--- src/rtl/dtw_pkg.sv ---
package dtw_pkg;

   typedef enum logic [2:0] {
      SLOT_RELOAD  = 3'd0,
      SLOT_COUNT   = 3'd1,
      SLOT_CTRL    = 3'd2,
      SLOT_ACK     = 3'd3,
      SLOT_RAWFLAG = 3'd4,
      SLOT_MSKFLAG = 3'd5,
      SLOT_SOFTLD  = 3'd6,
      SLOT_SPARE   = 3'd7
   } slot_reg_e;

   typedef struct packed {
      logic       run;
      logic       periodic;
      logic       irq_en;
      logic       spare;
      logic [1:0] scale;
      logic       wide;
      logic       single;
   } tmr_ctrl_t;

   localparam logic [7:0] CTRL_AT_RESET = 8'h20;
   localparam int unsigned NARROW_W     = 16;

   function automatic logic [7:0] ident_byte(input logic [2:0] idx);
      logic [7:0] b;
      case (idx)
         3'd0:    b = 8'h04;
         3'd1:    b = 8'h18;
         3'd2:    b = 8'h14;
         3'd3:    b = 8'h00;
         3'd4:    b = 8'h0D;
         3'd5:    b = 8'hF0;
         3'd6:    b = 8'h05;
         default: b = 8'hB1;
      endcase
      return b;
   endfunction

endpackage

--- src/rtl/dtw_prescale.sv ---
module dtw_prescale #(
   parameter int unsigned LOG_LO = 4,
   parameter int unsigned LOG_HI = 8
) (
   input  logic       clk,
   input  logic       rst_n,
   input  logic       en_i,
   input  logic       clr_i,
   input  logic       tick_i,
   input  logic [1:0] sel_i,
   output logic       stb_o
);
   localparam int unsigned PH_W = LOG_HI;

   if (LOG_LO < 1 || LOG_HI <= LOG_LO) begin : g_bad_ratio
      $error("dtw_prescale: need 1 <= LOG_LO < LOG_HI");
   end

   logic [PH_W-1:0] phase_q;

   always_ff @(posedge clk or negedge rst_n) begin
      if (!rst_n)              phase_q <= '0;
      else if (clr_i)          phase_q <= '0;
      else if (tick_i && en_i) phase_q <= phase_q + 1'b1;
   end

   always_comb begin
      case (sel_i)
         2'd1:    stb_o = tick_i && (&phase_q[LOG_LO-1:0]);
         2'd2:    stb_o = tick_i && (&phase_q);
         default: stb_o = tick_i;
      endcase
   end

endmodule

--- src/rtl/dtw_timer.sv ---
module dtw_timer
   import dtw_pkg::*;
#(
   parameter int unsigned DATA_W = 32,
   parameter int unsigned LOG_LO = 4,
   parameter int unsigned LOG_HI = 8
) (
   input  logic              clk,
   input  logic              rst_n,
   input  logic              tick_i,
   input  logic              wr_i,
   input  logic [2:0]        off_i,
   input  logic [DATA_W-1:0] wdata_i,
   output logic [DATA_W-1:0] rdata_o,
   output logic              irq_o
);
   localparam logic [DATA_W-1:0] NARROW_MASK = DATA_W'({NARROW_W{1'b1}});

   if (DATA_W < 32) begin : g_bad_width
      $error("dtw_timer: DATA_W must be at least 32");
   end

   tmr_ctrl_t         ctrl_q, ctrl_new;
   logic [DATA_W-1:0] rel_q, cnt_q;
   logic              flag_q, halt_q;
   logic              wr_rel, wr_ctl, wr_soft, wr_ack;
   logic              stb, step, fire;

   function automatic logic [DATA_W-1:0] limit_of(input tmr_ctrl_t c,
                                                   input logic [DATA_W-1:0] v);
      logic [DATA_W-1:0] m;
      m = c.wide ? '1 : NARROW_MASK;
      return (c.single || c.periodic) ? (v & m) : m;
   endfunction

   assign wr_rel   = wr_i && (off_i == SLOT_RELOAD);
   assign wr_ctl   = wr_i && (off_i == SLOT_CTRL);
   assign wr_soft  = wr_i && (off_i == SLOT_SOFTLD);
   assign wr_ack   = wr_i && (off_i == SLOT_ACK);
   assign ctrl_new = tmr_ctrl_t'(wdata_i[7:0]);

   dtw_prescale #(.LOG_LO(LOG_LO), .LOG_HI(LOG_HI)) u_scale (
      .clk    (clk),
      .rst_n  (rst_n),
      .en_i   (ctrl_q.run),
      .clr_i  (wr_ctl),
      .tick_i (tick_i),
      .sel_i  (ctrl_q.scale),
      .stb_o  (stb)
   );

   assign step = stb && ctrl_q.run && !halt_q && !wr_rel && !wr_ctl;
   assign fire = step && (cnt_q == '0);

   always_ff @(posedge clk or negedge rst_n) begin
      if (!rst_n) begin
         ctrl_q <= tmr_ctrl_t'(CTRL_AT_RESET);
         rel_q  <= '0;
         cnt_q  <= '0;
         flag_q <= 1'b0;
         halt_q <= 1'b0;
      end else begin
         if (wr_rel || wr_soft) rel_q <= wdata_i;
         if (wr_ctl) ctrl_q <= ctrl_new;

         if (wr_rel) begin
            cnt_q  <= limit_of(ctrl_q, wdata_i);
            halt_q <= 1'b0;
         end else if (wr_ctl) begin
            halt_q <= 1'b0;
            if (ctrl_new.run)        cnt_q <= limit_of(ctrl_new, rel_q);
            else if (!ctrl_new.wide) cnt_q <= cnt_q & NARROW_MASK;
         end else if (step) begin
            if (cnt_q == '0) begin
               if (ctrl_q.single) halt_q <= 1'b1;
               else               cnt_q  <= limit_of(ctrl_q, rel_q);
            end else begin
               cnt_q <= cnt_q - 1'b1;
            end
         end

         if (fire)        flag_q <= 1'b1;
         else if (wr_ack) flag_q <= 1'b0;
      end
   end

   always_comb begin
      case (slot_reg_e'(off_i))
         SLOT_RELOAD, SLOT_SOFTLD: rdata_o = rel_q;
         SLOT_COUNT:               rdata_o = cnt_q;
         SLOT_CTRL:                rdata_o = {{(DATA_W-8){1'b0}}, ctrl_q};
         SLOT_RAWFLAG:             rdata_o = DATA_W'(flag_q);
         SLOT_MSKFLAG:             rdata_o = DATA_W'(flag_q && ctrl_q.irq_en);
         default:                  rdata_o = '0;
      endcase
   end

   assign irq_o = flag_q && ctrl_q.irq_en;

   // no tick and no access leaves the count untouched
   a_r12_still_without_tick: assert property (@(posedge clk) disable iff (!rst_n)
      (!tick_i && !wr_i) |=> $stable(cnt_q));

   // the flag can only rise after a prescaled strobe
   a_r8_flag_after_strobe: assert property (@(posedge clk) disable iff (!rst_n)
      $rose(flag_q) |-> $past(stb));

   // a clear with no strobe in the same cycle empties the flag
   a_r8_ack_clears: assert property (@(posedge clk) disable iff (!rst_n)
      (wr_ack && !stb) |=> !flag_q);

   // a finished one-shot stays at zero while nothing is written
   a_r5_single_parks: assert property (@(posedge clk) disable iff (!rst_n)
      (halt_q && !wr_i) |=> (halt_q && cnt_q == '0));

   // a narrow timer never holds a count above 16 bits
   a_r4_narrow_fits: assert property (@(posedge clk) disable iff (!rst_n)
      !ctrl_q.wide |-> (cnt_q[DATA_W-1:NARROW_W] == '0));

endmodule

--- src/rtl/dtw_id_rom.sv ---
module dtw_id_rom
   import dtw_pkg::*;
#(
   parameter int unsigned DATA_W = 32
) (
   input  logic [2:0]        idx_i,
   output logic [DATA_W-1:0] val_o
);
   if (DATA_W < 8) begin : g_bad_width
      $error("dtw_id_rom: DATA_W must hold a byte");
   end

   assign val_o = DATA_W'(ident_byte(idx_i));

endmodule

--- src/rtl/dual_timer_window.sv ---
module dual_timer_window #(
   parameter int unsigned ADDR_W = 12,
   parameter int unsigned DATA_W = 32,
   parameter int unsigned LOG_LO = 4,
   parameter int unsigned LOG_HI = 8
) (
   input  logic              clk,
   input  logic              rst_n,
   input  logic              bus_wr,
   input  logic [ADDR_W-1:0] bus_addr,
   input  logic [DATA_W-1:0] bus_wdata,
   output logic [DATA_W-1:0] bus_rdata,
   input  logic              tick0,
   input  logic              tick1,
   output logic              irq0,
   output logic              irq1,
   output logic              irq_any
);
   localparam int unsigned N_TMR    = 2;
   localparam int unsigned WORD_LSB = 2;
   localparam int unsigned SLOT_LSB = 5;

   if (ADDR_W != 12) begin : g_bad_addr
      $error("dual_timer_window: the window is 4 KB, ADDR_W must be 12");
   end

   logic [N_TMR-1:0]  tick_v, irq_v;
   logic [DATA_W-1:0] slot_rd [N_TMR];
   logic [DATA_W-1:0] ident_w;
   logic              in_tmr, in_ident;
   logic              unused_lo;

   assign unused_lo = ^bus_addr[WORD_LSB-1:0];
   assign in_tmr    = (bus_addr[ADDR_W-1:SLOT_LSB+1] == '0);
   assign in_ident  = (bus_addr[ADDR_W-1:SLOT_LSB] == '1);
   assign tick_v    = {tick1, tick0};

   for (genvar g = 0; g < N_TMR; g++) begin : g_tmr
      dtw_timer #(.DATA_W(DATA_W), .LOG_LO(LOG_LO), .LOG_HI(LOG_HI)) u_tmr (
         .clk     (clk),
         .rst_n   (rst_n),
         .tick_i  (tick_v[g]),
         .wr_i    (bus_wr && in_tmr && (bus_addr[SLOT_LSB] == 1'(g))),
         .off_i   (bus_addr[SLOT_LSB-1:WORD_LSB]),
         .wdata_i (bus_wdata),
         .rdata_o (slot_rd[g]),
         .irq_o   (irq_v[g])
      );
   end

   dtw_id_rom #(.DATA_W(DATA_W)) u_ident (
      .idx_i (bus_addr[SLOT_LSB-1:WORD_LSB]),
      .val_o (ident_w)
   );

   always_comb begin
      bus_rdata = '0;
      if (in_tmr)        bus_rdata = slot_rd[bus_addr[SLOT_LSB]];
      else if (in_ident) bus_rdata = ident_w;
   end

   assign irq0    = irq_v[0];
   assign irq1    = irq_v[1];
   assign irq_any = |irq_v;

   // the merged line only rises together with one of its sources
   a_r9_merge_follows: assert property (@(posedge clk) disable iff (!rst_n)
      $rose(irq_any) |-> ($rose(irq0) || $rose(irq1)));

   // writes outside the slots, with no ticks, leave both interrupts alone
   a_r11_outside_inert: assert property (@(posedge clk) disable iff (!rst_n)
      (bus_wr && !in_tmr && !tick0 && !tick1) |=> ($stable(irq0) && $stable(irq1)));

endmodule

--- config.mk ---
export PLATFORM = sky130hd
export DESIGN_NAME = dual_timer_window
export DESIGN_NICKNAME = d
export VERILOG_FILES = /design/src/rtl/dtw_pkg.sv /design/src/rtl/dtw_prescale.sv /design/src/rtl/dtw_timer.sv /design/src/rtl/dtw_id_rom.sv /design/src/rtl/dual_timer_window.sv
export SDC_FILE = /design/constraint.sdc
export NUM_CORES = 1
export LEC_CHECK = 0
export ABC_AREA = 1
export BUFFER_PORTS_ARGS = -buffer_cell sky130_fd_sc_hd__buf_4
export CAP_MARGIN = 30
export CORE_MARGIN = 10
export CORE_UTILIZATION = 30
export DETAILED_ROUTE_END_ITERATION = 7
export SYNTH_ARGS = -nofsm -noshare
export SYNTH_HDL_FRONTEND = slang
export SYNTH_SLANG_ARGS = --single-unit
--- constraint.sdc ---
create_clock -name clk -period 2.09 [get_ports clk]
set_input_delay 0.209 -clock clk [delete_from_list [all_inputs] [get_ports clk]]
set_output_delay 0.209 -clock clk [all_outputs]
set_load 0.02 [all_outputs]
======== Word level (Yosys, flattened, before mapping) ========
Cells that the tools add are included.
cells by class
  add/sub/neg operators ................... 4
  $lt $le $gt $ge ......................... 1
  equal/unequal tests ..................... 17
  muxes and demuxes ....................... 50
  bitwise gates (word level) .............. 8
  reduce and logical (&&, ||, !) cells .... 66
operator list
  operator               count
  $mux 32                26
  $pmux 32 s5            2
  $and 32x32->32         6
  $logic_not 32->1       2
  $sub 32x1->32 const B  2
  $pmux 8 s7             1
  $mux 8                 5
  $logic_and 1x1->1      29
  $reduce_and 3->1       6
  $reduce_bool 3->1      6
  $add 8x1->8 const B    2
  $reduce_and 8->1       2
  $mux 1                 14
  $eq 3x3->1 const B     3
  $ne 4x3->1 const B     2
  $ne 4x4->1 const B     2
  $reduce_and 4->1       2
  $reduce_bool 2->1      4
  $eq 7x7->1 const B     1
  $eq 3x2->1 const B     2
  $logic_not 1->1        6
  $logic_not 6->1        1
  $ne 3x2->1 const B     2
  $logic_or 1x1->1       5
  other kinds (9)        13
word-level totals
  bits in registers ....................... 164
  word-level logic and storage cells ...... 172

======== Logic depth before layout (Yosys ltp) ========
  word-level depth ........................ 10
  mapped depth ............................ 14
  mapped depth without buffers ............ 14

======== Cells and area by module ========
From an unflattened synthesis, not the netlist that was laid out.
second synthesis, totals
  cells, all modules ...................... 2204
  area total of the unflattened synthesis .. 13756.9 um^2
modules (own cells, without submodules)
  module             instances  cells each  area each (um^2)
  dtw_timer          2          910         5819.3
  dual_timer_window  1          224         947.2
  dtw_prescale       2          60          456.7
  dtw_id_rom         1          40          257.7

======== Worst setup path after synthesis ========
OpenSTA, ideal clock, no wires.
  kind .................................... input port to output port
  start point ............................. input port bus_addr[4]
  end point ............................... output port bus_rdata[28]
  arrival ................................. 1.783 ns
  setup slack ............................. 0.098 ns
  stages .................................. 9
  cell sequence ........................... buf_4 inv_2 nand2_1 nor2_2 inv_1 nand2_2 buf_4 a22oi_1 a221oi_1
between the ends
  longest elaborated chain between the ends .. 7
ends and longest elaborated chain
  item                                                  RTL line                 text
  start, declared                                       dual_timer_window.sv:10  input logic [ADDR_W-1:0] bus_addr,
  $eq 3x3->1 / $logic_not 3->1 (equally long branches)  dtw_timer.sv:88          case (slot_reg_e'(off_i))
  $reduce_or 2->1                                       dtw_timer.sv:88
  $pmux 32 s5                                           dtw_timer.sv:88
  $mux 32 (not written as such) (*) (3 in series)       dual_timer_window.sv:58  if (in_tmr) bus_rdata = slot_rd[bus_addr[SLOT_LSB]];
  $mux 32 (*)                                           dual_timer_window.sv:58
  end, declared                                         dual_timer_window.sv:12  output logic [DATA_W-1:0] bus_rdata,
Mark *: on every way between the ends. The rest lies on a longest branch, timed or not. The select of a mux whose other input is x is not followed.

======== Worst setup path after layout ========
  start point ............................. register g_tmr[1].u_tmr.cnt_q[25]
  end point ............................... output port bus_rdata[25]
between the ends
  longest elaborated chain between the ends .. 5
ends and longest elaborated chain
  item                                         RTL line                 text
  start, declared                              dtw_timer.sv:24          logic [DATA_W-1:0] rel_q, cnt_q;
  start signal, assigned                       dtw_timer.sv:67          cnt_q <= limit_of(ctrl_q, wdata_i);
  start signal, assigned                       dtw_timer.sv:71          if (ctrl_new.run) cnt_q <= limit_of(ctrl_new, rel_q);
  start signal, assigned                       dtw_timer.sv:72          else if (!ctrl_new.wide) cnt_q <= cnt_q & NARROW_MASK;
  $pmux 32 s5                                  dtw_timer.sv:88
  $mux 32 (not written as such) (3 in series)  dual_timer_window.sv:58
  $mux 32                                      dual_timer_window.sv:58
No other way between the ends. The select of a mux whose other input is x is not followed.

==> results.txt <==
The flow ran to the end, and the final reports show no timing, DRC or antenna violations. The number of H-tree levels came out at 4. The count of antenna diodes in the layout came out at 0. The wire length of the first global-routing pass is 80.0 mm. The setup clock skew after layout is 0.0127 ns. Each instance of the synthesized netlist takes up on average 6.40 µm².

The critical path data arrival time is 1.84 ns. The fraction of power consumed by sequential logic is 33.0%. The total power divided by cell area came out at 786 nW/µm². STA classifies the critical path endpoint as an output pin. The number of nets with antenna violations after routing came out at 0. In this run switching power makes up 42.0% of total power. The core occupancy in the finished layout is 38.8%. The number of endpoints failing setup at the final stage is 0. Global routing used 20.2% of the available tracks. Entering global routing, the biggest net connects 58 pins.

The routed length per placed instance is 18.9 µm. The number of antenna violations at the first check in global routing is 0. The routability-driven placement congestion ratio came out at 0.982. The proportion of layout cells with a drive suffix above 1 came out at 21.5%.

The post-synthesis instance area came out at 12800 µm². The type of element launching the critical path is a flip-flop. The net count reported at finish is 2270. The relative slew slack came out at 62.2%.

The count of fill cells added during filler insertion is 4532. The die covers 51200 µm². The worst stage delay on the critical path came out at 0.45 ns.

For the worst setup path, the data required time is 1.88 ns. The reg-to-reg critical path startpoint is g_tmr[0].u_tmr.cnt_q[22]$_DFFE_PN0P_. The number of enable-type register cells in the synthesized netlist is 0.

The clock transition at the registers of the reported paths is 0.07 ns. The clock network latency to the later pin of the worst-skew pair came out at 0.46 ns. For this block, the routed nets add up to 52.4 mm of wire.

The finished cells cover 16300 µm². The area growth from synthesis to layout is 27.6%. Ranked by instance count, the synthesized netlist is headed by nand2_1, nor2_1, inv_1. The max-cap violation count is 0. The path class of the lowest-slack min-delay path is in2reg. The reported net switching power came out at 5380 µW. The largest total area in the synthesized netlist belongs to dfrtp_1.

The critical path's slowest cell is a221oi_1. Setup repair after global routing could not meet its margin everywhere. The starting density of the core came out at 30.4%. The library cell with the highest instance count after synthesis is nand2_1.

The final critical path takes up 98.1% of the cycle. The placed wire-length estimate is 40.3 mm. The routed layout has 14800 vias. The unique cell type count in the Yosys netlist came out at 47. The yosys synthesis warning count came out at 0. Internal power comes to 7420 µW.

The dominant register cell in the synthesized netlist is dfrtp_1. The clock power share came out at 23.7%. The sequential cell area in the final layout came out at 4110 µm². The final hold violation count came out at 0. Buffers inserted during clock tree synthesis total 17. The vertical extent of the die came out at 226 µm. The total DRC errors in the routed layout is 0. The first-iteration detailed-routing DRC count came out at 1819. Tracing the worst setup path back leads to its startpoint at g_tmr[1].u_tmr.cnt_q[25]$_DFFE_PN0P_.

The static leakage came out at 0.00785 µW. Counting flops with an async set or reset pin after synthesis yields a share of 100%. The logic gate share of total power is 43.3%. The clock passes through at most 2 buffers.

The highest fanout seen on the critical path is 5. In the routed layout, each cell is associated on average with a via count of 5.36. The area of combinational cells with multiple inputs came out at 7670 µm². The root cell of the clock tree is clkbuf_16.

The placement row count is 75. The top-area cell type share of the netlist area is 31.8%. The number of clock sinks seen by CTS came out at 164. The cell seen most often among critical-path stages is buf_4. Hold is met by 0.0575 ns. The synthesized netlist net count is 2050. In this run, synthesis produced a sequential element count of 164.

The proportion of synthesized chip area in sequential cells is 32.2%. The instance area after placement is 15300 µm². The number of global-route vias before repair came out at 13900. The area of the core is 41900 µm². The total iterations of the first detailed-routing run came out at 5. Walking the worst path, the cells encountered are buf_4 > a221oi_1 > buf_4 > nor3_1 > buf_4.

Sorting the synthesized cells by area gives the leading types as dfrtp_1, nand2_1, nor2_1. At the pin with the least slew margin, the transition time is 0.566 ns. The smallest clock period supported by the final layout is computed as 2.05 ns.

Synthesis produced 1993 cells. Measured along the x axis, the die boundary spans 226 µm. For this run, the number of standard cells in the final layout without fillers is 2765. The worst supply voltage drop on vdd is 0.000478 V.

The number of primary I/O pins came out at 84. Global routing finished with a remaining overflow of 0. The critical path is of the reg2out type.

The startpoint of the worst hold path is bus_wdata[24]. The highest attainable clock frequency came out at 488 MHz. The max-slew violation count is 0. TritonCTS built the clock tree. The post-placement cell count is 2718. The count of port buffers added during placement came out at 81. The overall power consumption is 12800 µW.
[registers in the layout, summed over array words and instances, names as in the netlist]
signal / flops
g_tmr.u_tmr.halt_q: 2
g_tmr.u_tmr.flag_q: 2
g_tmr.u_tmr.rel_q: 64
g_tmr.u_tmr.cnt_q: 64
g_tmr.u_tmr.ctrl_q: 16
g_tmr.u_tmr.u_scale.phase_q: 16
[routing by layer]
| layer | part of all wire [%] | GRT usage [%] |
|---|---|---|
| met1 | 45 | 27.9 |
| met2 | 43 | 30.2 |
| met4 | 2.7 | 6.45 |
| met3 | 9.5 | 4.64 |
| met5 | 0 | 0 |
[final cells by class]
cell class	count	area share, %
Sequential cell	164	25.3
Tap cell	539	4.14
Multi-Input combinational cell	1531	47.2
Clock buffer	19	2.66
Timing Repair Buffer	294	15.4
Clock inverter	13	0.631
Inverter	205	4.78
[stage by stage]
stage                     TNS, ns  setup WS, ns
after floorplan                 0        0.0981
final                           0        0.0397
after CTS                       0        0.0146
after global placement    -0.0524       -0.0358
after detailed placement  -0.0753       -0.0438
after global routing       -0.107       -0.0190
[critical path, delay by kind of cell (launching register included)]
kind / cells / cell delay (ns)
buf+inv: 3 / 0.52
compound gates: 1 / 0.45
flops: 1 / 0.39
simple gates: 1 / 0.04
[worst paths after layout]
| path | slack [ns] | to | cells past startpoint |
|---|---|---|---|
| setup reg to reg | 0.10 | g_tmr[0].u_tmr.cnt_q[24]$_DFFE_PN0P_ | 11 |
| setup / recovery | 0.04 | bus_rdata[25] | 5 |
| hold reg to reg | 0.49 | g_tmr[1].u_tmr.rel_q[6]$_DFFE_PN0P_ | 2 |
| hold / removal | 0.06 | g_tmr[0].u_tmr.rel_q[24]$_DFFE_PN0P_ | 3 |
| min in group asynchronous | 0.26 | g_tmr[0].u_tmr.ctrl_q[2]$_DFFE_PN0P_ | 2 |
| max in group asynchronous | 1.05 | g_tmr[1].u_tmr.cnt_q[18]$_DFFE_PN0P_ | 3 |
[cell usage in the layout (no fill, tap or decap), drive strengths merged, types with 6 or more instances in the layout]
master | Yosys | routed
nand2 | 560 | 560
nor2 | 319 | 320
buf | 45 | 289
inv | 202 | 207
o21ai | 196 | 196
nand3 | 168 | 168
dfrtp | 162 | 162
a21oi | 64 | 64
a221oi | 40 | 40
nand4 | 37 | 37
o211ai | 33 | 33
clkbuf | 49 | 23
nor3 | 22 | 22
a22oi | 14 | 14
xor2 | 12 | 12
or2 | 12 | 12
clkinv | 3 | 9
xnor2 | 8 | 8
ha | 8 | 8
o21bai | 6 | 6
[power groups by stage]
stage | clock (µW) | sequential [µW] | combinational, µW
finish | 3030 | 4220 | 5540
global route | 3230 | 4300 | 6170
CTS | 3090 | 4190 | 5280
detailed placement | 0 | 4240 | 5260
global placement | 0 | 4220 | 5210
floorplan | 0 | 4240 | 3060
[logic make-up after synthesis]
| logic type | Yosys count | synth area share (%) |
|---|---|---|
| compound gates | 379 | 17.6 |
| xor+xnor | 20 | 1.37 |
| fa+ha+maj | 8 | 0.785 |
| buf+inv | 299 | 9.68 |
| flops | 164 | 32.2 |
| simple gates | 1123 | 38.3 |
[repair_timing]
item,4_1_cts,5_1_grt
resized for setup,2,88
buffers inserted,0,8
pin swaps,0,13
gates cloned,0,6
setup endpoints to repair,4,85
hold buffers,1,0
hold endpoints to repair,42,0
No activity file was read; power rests on OpenSTA's default activity.
